<file path="src/rtl/hconv_pkg.sv">
package hconv_pkg;

  // Strobes from control to datapath, one set per cycle
  typedef struct packed {
    logic shift;   // a pixel enters the window
    logic load;    // output register takes a new result
    logic useSum;  // result is the window sum (otherwise zero)
    logic sof;     // result is row 0, column 0
    logic eol;     // result is the last column of a row
  } hconv_strobe_t;

endpackage

</file>
<file path="src/rtl/hconv_coef_bank.sv">
module hconv_coef_bank #(
  parameter int TAPS   = 5,
  parameter int COEF_W = 8,
  parameter int IDX_W  = 3
) (
  input  logic                     clk,
  input  logic                     rstN,
  input  logic                     wrEn,
  input  logic [IDX_W-1:0]         wrIdx,
  input  logic [COEF_W-1:0]        wrData,
  output logic [TAPS*COEF_W-1:0]   coefFlat
);

  for (genvar t = 0; t < TAPS; t++) begin : g_tap
    always_ff @(posedge clk or negedge rstN) begin
      if (!rstN) begin
        coefFlat[t*COEF_W +: COEF_W] <= '0;
      end else if (wrEn && (wrIdx == IDX_W'(t))) begin
        coefFlat[t*COEF_W +: COEF_W] <= wrData;
      end
    end
  end

  // Out-of-range index leaves the bank untouched
  assert_bad_index_ignored_R9: assert property (@(posedge clk) disable iff (!rstN)
    (wrEn && (int'(wrIdx) >= TAPS)) |=> $stable(coefFlat))
    else $error("coefficient changed by out-of-range write");

endmodule

</file>
<file path="src/rtl/hconv_ctrl.sv">
module hconv_ctrl
  import hconv_pkg::*;
#(
  parameter int TAPS  = 5,
  parameter int DIM_W = 12
) (
  input  logic             clk,
  input  logic             rstN,
  input  logic [DIM_W-1:0] cfgWidth,
  input  logic [DIM_W-1:0] cfgHeight,
  input  logic             inValid,
  input  logic             inSof,
  input  logic             outValid,
  input  logic             outReady,
  output logic             inReady,
  output hconv_strobe_t    strobe
);

  localparam int HALF = TAPS / 2;
  localparam logic [DIM_W-1:0] ONE_D  = DIM_W'(1);
  localparam logic [DIM_W-1:0] HALF_D = DIM_W'(HALF);
  localparam logic [DIM_W-1:0] EDGE_D = DIM_W'(TAPS - 1);

  logic [DIM_W-1:0] inCol, rowIdx, tailCol;
  logic             tailOn;

  logic [DIM_W-1:0] curCol, curRow, pixCol, emitCol, emitRow, lastCol;
  logic slotFree, inFire, tailFire, pixEmits, lastPix, tailLast;

  always_comb begin
    lastCol  = cfgWidth - ONE_D;
    slotFree = !outValid || outReady;
    inReady  = !tailOn && slotFree;
    inFire   = inValid && inReady;
    tailFire = tailOn && slotFree;
    curCol   = inSof ? '0 : inCol;
    curRow   = inSof ? '0 : rowIdx;
    pixEmits = curCol >= HALF_D;
    pixCol   = curCol - HALF_D;
    lastPix  = curCol == lastCol;
    tailLast = tailCol == lastCol;
    emitCol  = tailOn ? tailCol : pixCol;
    emitRow  = tailOn ? rowIdx : curRow;

    strobe.shift  = inFire;
    strobe.load   = (inFire && pixEmits) || tailFire;
    strobe.useSum = inFire && (curCol >= EDGE_D);
    strobe.sof    = (emitRow == '0) && (emitCol == '0);
    strobe.eol    = emitCol == lastCol;
  end

  always_ff @(posedge clk or negedge rstN) begin
    if (!rstN) begin
      inCol   <= '0;
      rowIdx  <= '0;
      tailCol <= '0;
      tailOn  <= 1'b0;
    end else if (inFire) begin
      rowIdx <= curRow;
      if (lastPix) begin
        inCol   <= '0;
        tailOn  <= 1'b1;
        tailCol <= pixEmits ? (pixCol + ONE_D) : '0;
      end else begin
        inCol <= curCol + ONE_D;
      end
    end else if (tailFire) begin
      if (tailLast) begin
        tailOn  <= 1'b0;
        tailCol <= '0;
        rowIdx  <= (rowIdx == cfgHeight - ONE_D) ? '0 : (rowIdx + ONE_D);
      end else begin
        tailCol <= tailCol + ONE_D;
      end
    end
  end

  assert_tail_blocks_input_R4: assert property (@(posedge clk) disable iff (!rstN)
    (inFire && lastPix) |=> !inReady)
    else $error("input accepted during row tail");

  assert_emit_in_row_R4: assert property (@(posedge clk) disable iff (!rstN)
    strobe.load |-> (emitCol < cfgWidth))
    else $error("output column beyond row");

  assert_row_restart_R3: assert property (@(posedge clk) disable iff (!rstN)
    (inFire && lastPix) |=> (inCol == '0))
    else $error("column count not restarted at row end");

  assert_stall_holds_input_R7: assert property (@(posedge clk) disable iff (!rstN)
    (outValid && !outReady) |-> !inReady)
    else $error("input accepted while output is blocked");

endmodule

</file>
<file path="src/rtl/hconv_datapath.sv">
module hconv_datapath
  import hconv_pkg::*;
#(
  parameter int TAPS   = 5,
  parameter int PIX_W  = 8,
  parameter int COEF_W = 8,
  parameter int ACC_W  = 20
) (
  input  logic                   clk,
  input  logic                   rstN,
  input  hconv_strobe_t          st,
  input  logic [PIX_W-1:0]       inData,
  input  logic [TAPS*COEF_W-1:0] coefFlat,
  input  logic                   outReady,
  output logic                   outValid,
  output logic [ACC_W-1:0]       outData,
  output logic                   outSof,
  output logic                   outEol
);

  localparam int PROD_W = PIX_W + 1 + COEF_W;

  logic [PIX_W-1:0]         win     [TAPS];
  logic [PIX_W-1:0]         nextWin [TAPS];
  logic signed [PROD_W-1:0] prod    [TAPS];
  logic signed [ACC_W-1:0]  sum;

  // Window after the incoming pixel shifts in: tap 0 oldest, tap TAPS-1 newest
  for (genvar t = 0; t < TAPS; t++) begin : g_win
    if (t < TAPS - 1) begin : g_mid
      assign nextWin[t] = win[t+1];
    end else begin : g_new
      assign nextWin[t] = inData;
    end

    logic signed [COEF_W-1:0] cf;
    logic signed [PIX_W:0]    px;
    assign cf      = coefFlat[t*COEF_W +: COEF_W];
    assign px      = {1'b0, nextWin[t]};
    assign prod[t] = px * cf;

    always_ff @(posedge clk or negedge rstN) begin
      if (!rstN)          win[t] <= '0;
      else if (st.shift)  win[t] <= nextWin[t];
    end
  end

  always_comb begin
    sum = '0;
    for (int t = 0; t < TAPS; t++) begin
      sum = sum + {{(ACC_W-PROD_W){prod[t][PROD_W-1]}}, prod[t]};
    end
  end

  always_ff @(posedge clk or negedge rstN) begin
    if (!rstN) begin
      outValid <= 1'b0;
      outData  <= '0;
      outSof   <= 1'b0;
      outEol   <= 1'b0;
    end else if (st.load) begin
      outValid <= 1'b1;
      outData  <= st.useSum ? sum : '0;
      outSof   <= st.sof;
      outEol   <= st.eol;
    end else if (outReady) begin
      outValid <= 1'b0;
    end
  end

  assert_hold_output_R7: assert property (@(posedge clk) disable iff (!rstN)
    (outValid && !outReady) |=> (outValid && $stable(outData) && $stable(outSof) && $stable(outEol)))
    else $error("blocked output changed");

  assert_border_zero_R2: assert property (@(posedge clk) disable iff (!rstN)
    (st.load && !st.useSum) |=> (outData == '0))
    else $error("border output not zero");

endmodule

</file>
<file path="src/rtl/hconv_stream.sv">
module hconv_stream
  import hconv_pkg::*;
#(
  parameter int PIX_W  = 8,
  parameter int COEF_W = 8,
  parameter int TAPS   = 5,
  parameter int DIM_W  = 12,
  localparam int IDX_W = $clog2(TAPS),
  localparam int ACC_W = PIX_W + COEF_W + 1 + $clog2(TAPS)
) (
  input  logic              clk,
  input  logic              rstN,
  input  logic [DIM_W-1:0]  cfgWidth,
  input  logic [DIM_W-1:0]  cfgHeight,
  input  logic              coefWe,
  input  logic [IDX_W-1:0]  coefIdx,
  input  logic [COEF_W-1:0] coefData,
  input  logic              inValid,
  output logic              inReady,
  input  logic [PIX_W-1:0]  inData,
  input  logic              inSof,
  output logic              outValid,
  input  logic              outReady,
  output logic [ACC_W-1:0]  outData,
  output logic              outSof,
  output logic              outEol
);

  hconv_strobe_t           strobe;
  logic [TAPS*COEF_W-1:0]  coefFlat;

  hconv_coef_bank #(.TAPS(TAPS), .COEF_W(COEF_W), .IDX_W(IDX_W)) coef_i (
    .clk(clk), .rstN(rstN), .wrEn(coefWe), .wrIdx(coefIdx), .wrData(coefData),
    .coefFlat(coefFlat)
  );

  hconv_ctrl #(.TAPS(TAPS), .DIM_W(DIM_W)) ctrl_i (
    .clk(clk), .rstN(rstN), .cfgWidth(cfgWidth), .cfgHeight(cfgHeight),
    .inValid(inValid), .inSof(inSof), .outValid(outValid), .outReady(outReady),
    .inReady(inReady), .strobe(strobe)
  );

  hconv_datapath #(.TAPS(TAPS), .PIX_W(PIX_W), .COEF_W(COEF_W), .ACC_W(ACC_W)) dp_i (
    .clk(clk), .rstN(rstN), .st(strobe), .inData(inData), .coefFlat(coefFlat),
    .outReady(outReady), .outValid(outValid), .outData(outData),
    .outSof(outSof), .outEol(outEol)
  );

endmodule

</file>
<file path="config.mk">
export PLATFORM = sky130hd
export DESIGN_NAME = hconv_stream
export DESIGN_NICKNAME = d
export VERILOG_FILES = /design/src/rtl/hconv_pkg.sv /design/src/rtl/hconv_coef_bank.sv /design/src/rtl/hconv_ctrl.sv /design/src/rtl/hconv_datapath.sv /design/src/rtl/hconv_stream.sv
export SDC_FILE = /design/constraint.sdc
export NUM_CORES = 1
export LEC_CHECK = 0
export ABC_AREA = 1
export CAP_MARGIN = 20
export CELL_PAD_IN_SITES_DETAIL_PLACEMENT = 1
export CELL_PAD_IN_SITES_GLOBAL_PLACEMENT = 1
export CORE_UTILIZATION = 30
export DETAILED_ROUTE_END_ITERATION = 7
export HOLD_SLACK_MARGIN = 0.06
export PLACE_DENSITY_LB_ADDON = 0.25
export SLEW_MARGIN = 20
export SYNTH_ARGS = -nofsm -noshare
export SYNTH_HDL_FRONTEND = slang
export SYNTH_SLANG_ARGS = --single-unit
export TNS_END_PERCENT = 10
</file>
<file path="constraint.sdc">
create_clock -name clk -period 9.4 [get_ports clk]
set_input_delay 2.35 -clock clk [delete_from_list [all_inputs] [get_ports clk]]
set_output_delay 2.35 -clock clk [all_outputs]
set_load 0.01 [all_outputs]
</file>
==> results.py, run 1 <==
metrics = {
    "sta": {
        "fmax_mhz": 115,
        "post-route-period-util": 0.922,
        "slew_headroom": 0.368,
        "worstMarginPinSlew_ps": 948,
        "finalSetupViolCount": 0,
        "fin_worst_skew_ps": 16.6,
        "slew_viol_final": 0,
        "tns_ps": 0,
        "period_needed_ps": 8660,
        "rsz0062_at_grt": "no",
        "hold_violations": 0,
    },
    "setup_path": {
        "critPathMaxStageDelay_ps": 610,
        "arrival_ps": 9080,
        "path_delay_family": "adder cells",
        "slowest_stage": "clkdlybuf4s50_1",
        "cpMostUsedCell": "inv_1",
        "path_class": "in2reg",
        "path_buf_inv": 9,
        "end_kind": "flop",
        "crit_path_start_kind": "input pin",
        "cp_data_required_time_ps": 9820,
        "cp_max_fo": 8,
    },
    "grt": {
        "grt_pass1_vias": 19600,
        "grt_max_degree": 85,
        "antenna_found_initial": 4,
        "grt_use_total": 0.194,
        "grt_pass1_wl_um": 108000,
        "overflow": 0,
    },
    "route": {
        "vias": 18200,
        "routedWlPerCell_um": 17.2,
        "drt_iter0_markers": 660,
        "wl_um": 66800,
        "final_antenna_net_count": 0,
        "drt_pass1_iterations": 4,
        "drc_errors": 0,
        "routed_via_density": 4.69,
    },
    "logic_synthesis": {
        "ys_types": 48,
        "synth-main-ff-cell": "dfrtp_1",
        "yosysSeqAreaShare": 0.155,
        "syn_area_um2": 21300,
        "synth_top_area_cell": "fa_1",
        "synth_seq_cells": 132,
        "synth_edf_count": 0,
        "yosys_warnings": 0,
        "yosysMostFrequentCell": "nand2_1",
        "synth_nets": 3462,
        "synth_async_sr_flop_share": 1.00,
        "synth_area_leaders": "fa_1 (23%), dfrtp_1 (16%), nand2_1 (15%), ha_1 (14%), inv_1 (11%)",
        "syn_inst": 2936,
        "synth_area_per_cell_um2": 7.26,
        "synthTopCellsByCount": "nand2_1 (856), inv_1 (649), fa_1 (247), ha_1 (230), nand3_1 (138)",
        "yosysTopAreaCellShare": 0.232,
    },
    "finish": {
        "fin_nets": 3449,
        "drive_above_1_share": 0.0388,
        "fin_util": 0.334,
        "nFillCells": 8771,
        "finalInstanceArea_um2": 23400,
        "area.growth.synth_to_final_pct": 9.99,
    },
    "clock_network": {
        "cts_tree": "yes",
        "clock_latency_ps": 490,
        "cts-root-buf": "clkbuf_16",
        "clk_pin_slew_ps": 60,
        "cts.sinks": 132,
        "cts_made_buffers": 17,
        "postCtsSetupRepairBufs": 0,
        "cts_buffer_depth": 2,
        "ctsHtreeMaxLevel": 4,
    },
    "placement": {
        "place_hpwl_um": 56000,
        "numPortBuffers": 72,
        "dpl_cell_area_um2": 22800,
        "place.gp.congestion": 0.833,
    },
    "floorplan": {
        "initial_core_util": 0.304,
        "die_x_um": 269,
        "dieArea_um2": 72100,
        "pin_count": 73,
        "design.core.area_um2": 70100,
        "row_count": 97,
        "fp.dieH_um": 269,
    },
    "run": {
        "drv_cap": 0,
    },
    "outcome": {
        "status": "completed",
    },
    "worst_hold_path": {
        "min_path_type": "reg2reg",
    },
}
## worst reg2reg max path: cells and delay by family, from the launching register on
| kind | cells | cell delay, ps |
|---|---|---|
| AND/OR/NAND/NOR | 7 | 820 |
| AO/OA/AOI/OAI | 5 | 1440 |
| buffers and inverters | 7 | 680 |
| XOR/XNOR | 1 | 450 |
| adder cells (fa/ha/maj) | 10 | 4750 |
| flip-flops | 1 | 410 |
## sequential cells by signal, indices dropped and copies added, names as in the netlist
| register | count |
|---|---|
| ctrl_i.tailCol | 12 |
| dp_i.outSof | 1 |
| coef_i.coefFlat | 40 |
| dp_i.g_win.px | 32 |
| dp_i.outValid | 1 |
| dp_i.outEol | 1 |
| ctrl_i.inCol | 12 |
| dp_i.outData | 20 |
| ctrl_i.rowIdx | 12 |
| ctrl_i.tailOn | 1 |
## path summary, 6_finish.rpt
path,startpoint,end,slack [ps],depth (start not counted)
max,inData[4],dp_i.outData[19]$_DFFE_PN0P_,740,30
min,dp_i.outData[15]$_DFFE_PN0P_,dp_i.outData[15]$_DFFE_PN0P_,490,2
max reg2reg,coef_i.coefFlat[7]$_DFFE_PN0P_,dp_i.outData[19]$_DFFE_PN0P_,750,30
min reg2reg,dp_i.outData[15]$_DFFE_PN0P_,dp_i.outData[15]$_DFFE_PN0P_,490,2
max in group asynchronous,rstN,dp_i.g_win[1].px[0]$_DFFE_PN0P_,6160,2
min in group asynchronous,rstN,ctrl_i.tailCol[2]$_DFFE_PN0P_,1980,1
## through the flow
step	std cells	hold WS [ps]	setup slack, ps
after global placement	3844	470	322
after CTS	3876	502	578
after floorplan	2936	449	1200
after detailed placement	3844	485	253
after global routing	3876	530	92.1
final	3878	493	738
## cell type report
cell class              count  area, um2  area share
diodes                      2       5.00    0.000214
inverters                 662       2480       0.106
well taps                 940       1180      0.0502
clock buffers              19        443      0.0189
multi-input cells        2025      15000       0.642
flip-flops and latches    132       3300       0.141
clock inverters            13        160     0.00683
repair buffers             85        820      0.0350
## routing by layer
layer  vias up  global-route usage  share of wire
met5         -                   0              0
met4         0              0.0451          0.016
met3        58              0.0227          0.021
met2       171               0.329           0.48
met1      9161               0.263           0.48
li1       8787                   -              -
## cell usage in the layout, fill, tap and decap left out, drive strengths merged, types with 3 or more instances in the layout
cell	instances
xor2	48
buf	14
dfrtp	132
o211ai	3
nand3	142
nand2	877
a211oi	3
inv	670
xnor2	46
a31oi	7
o2111ai	8
nor2	139
clkdlybuf4s50	71
o21ai	140
clkbuf	19
a21oi	71
o21bai	4
a22o	3
nand4	11
fa	247
nand3b	7
o22ai	5
or2	7
nor3	13
a21o	6
ha	230
## logic make-up (layout without fill, tap and decap cells)
family                   after synthesis  count (layout)  synth area share
multiplexers                           1               1          0.000470
buffers and inverters                779             779             0.140
adder cells (fa/ha/maj)              477             477             0.367
AND/OR/NAND/NOR                     1200            1200             0.233
AO/OA/AOI/OAI                        252             252            0.0648
flip-flops                           132             132             0.155
other                                  0               2                 0
XOR/XNOR                              95              95            0.0397
## repair_timing
item | in CTS | in global routing
endpoints found under the setup margin | 0 | 1
hold buffers | 0 | 0
resized for setup | 0 | 1
endpoints found under the hold margin | 0 | 0
Power of run 1 is left out: the tool's default activity adds up to more than one toggle a clock period on the data nets, which glitch-free logic cannot reach.
==> inputs of run 2 (changes only) <==
--- a/config.mk
+++ b/config.mk
@@ -13,6 +13,7 @@
 export DETAILED_ROUTE_END_ITERATION = 7
 export HOLD_SLACK_MARGIN = 0.06
 export PLACE_DENSITY_LB_ADDON = 0.25
+export SKIP_LAST_GASP = 1
 export SLEW_MARGIN = 20
 export SYNTH_ARGS = -nofsm -noshare
 export SYNTH_HDL_FRONTEND = slang
==> results of run 2 <==
Same layout as run 1: the final DEF is identical, and so are final timing and power.
Power of run 2 is left out for the same reason.
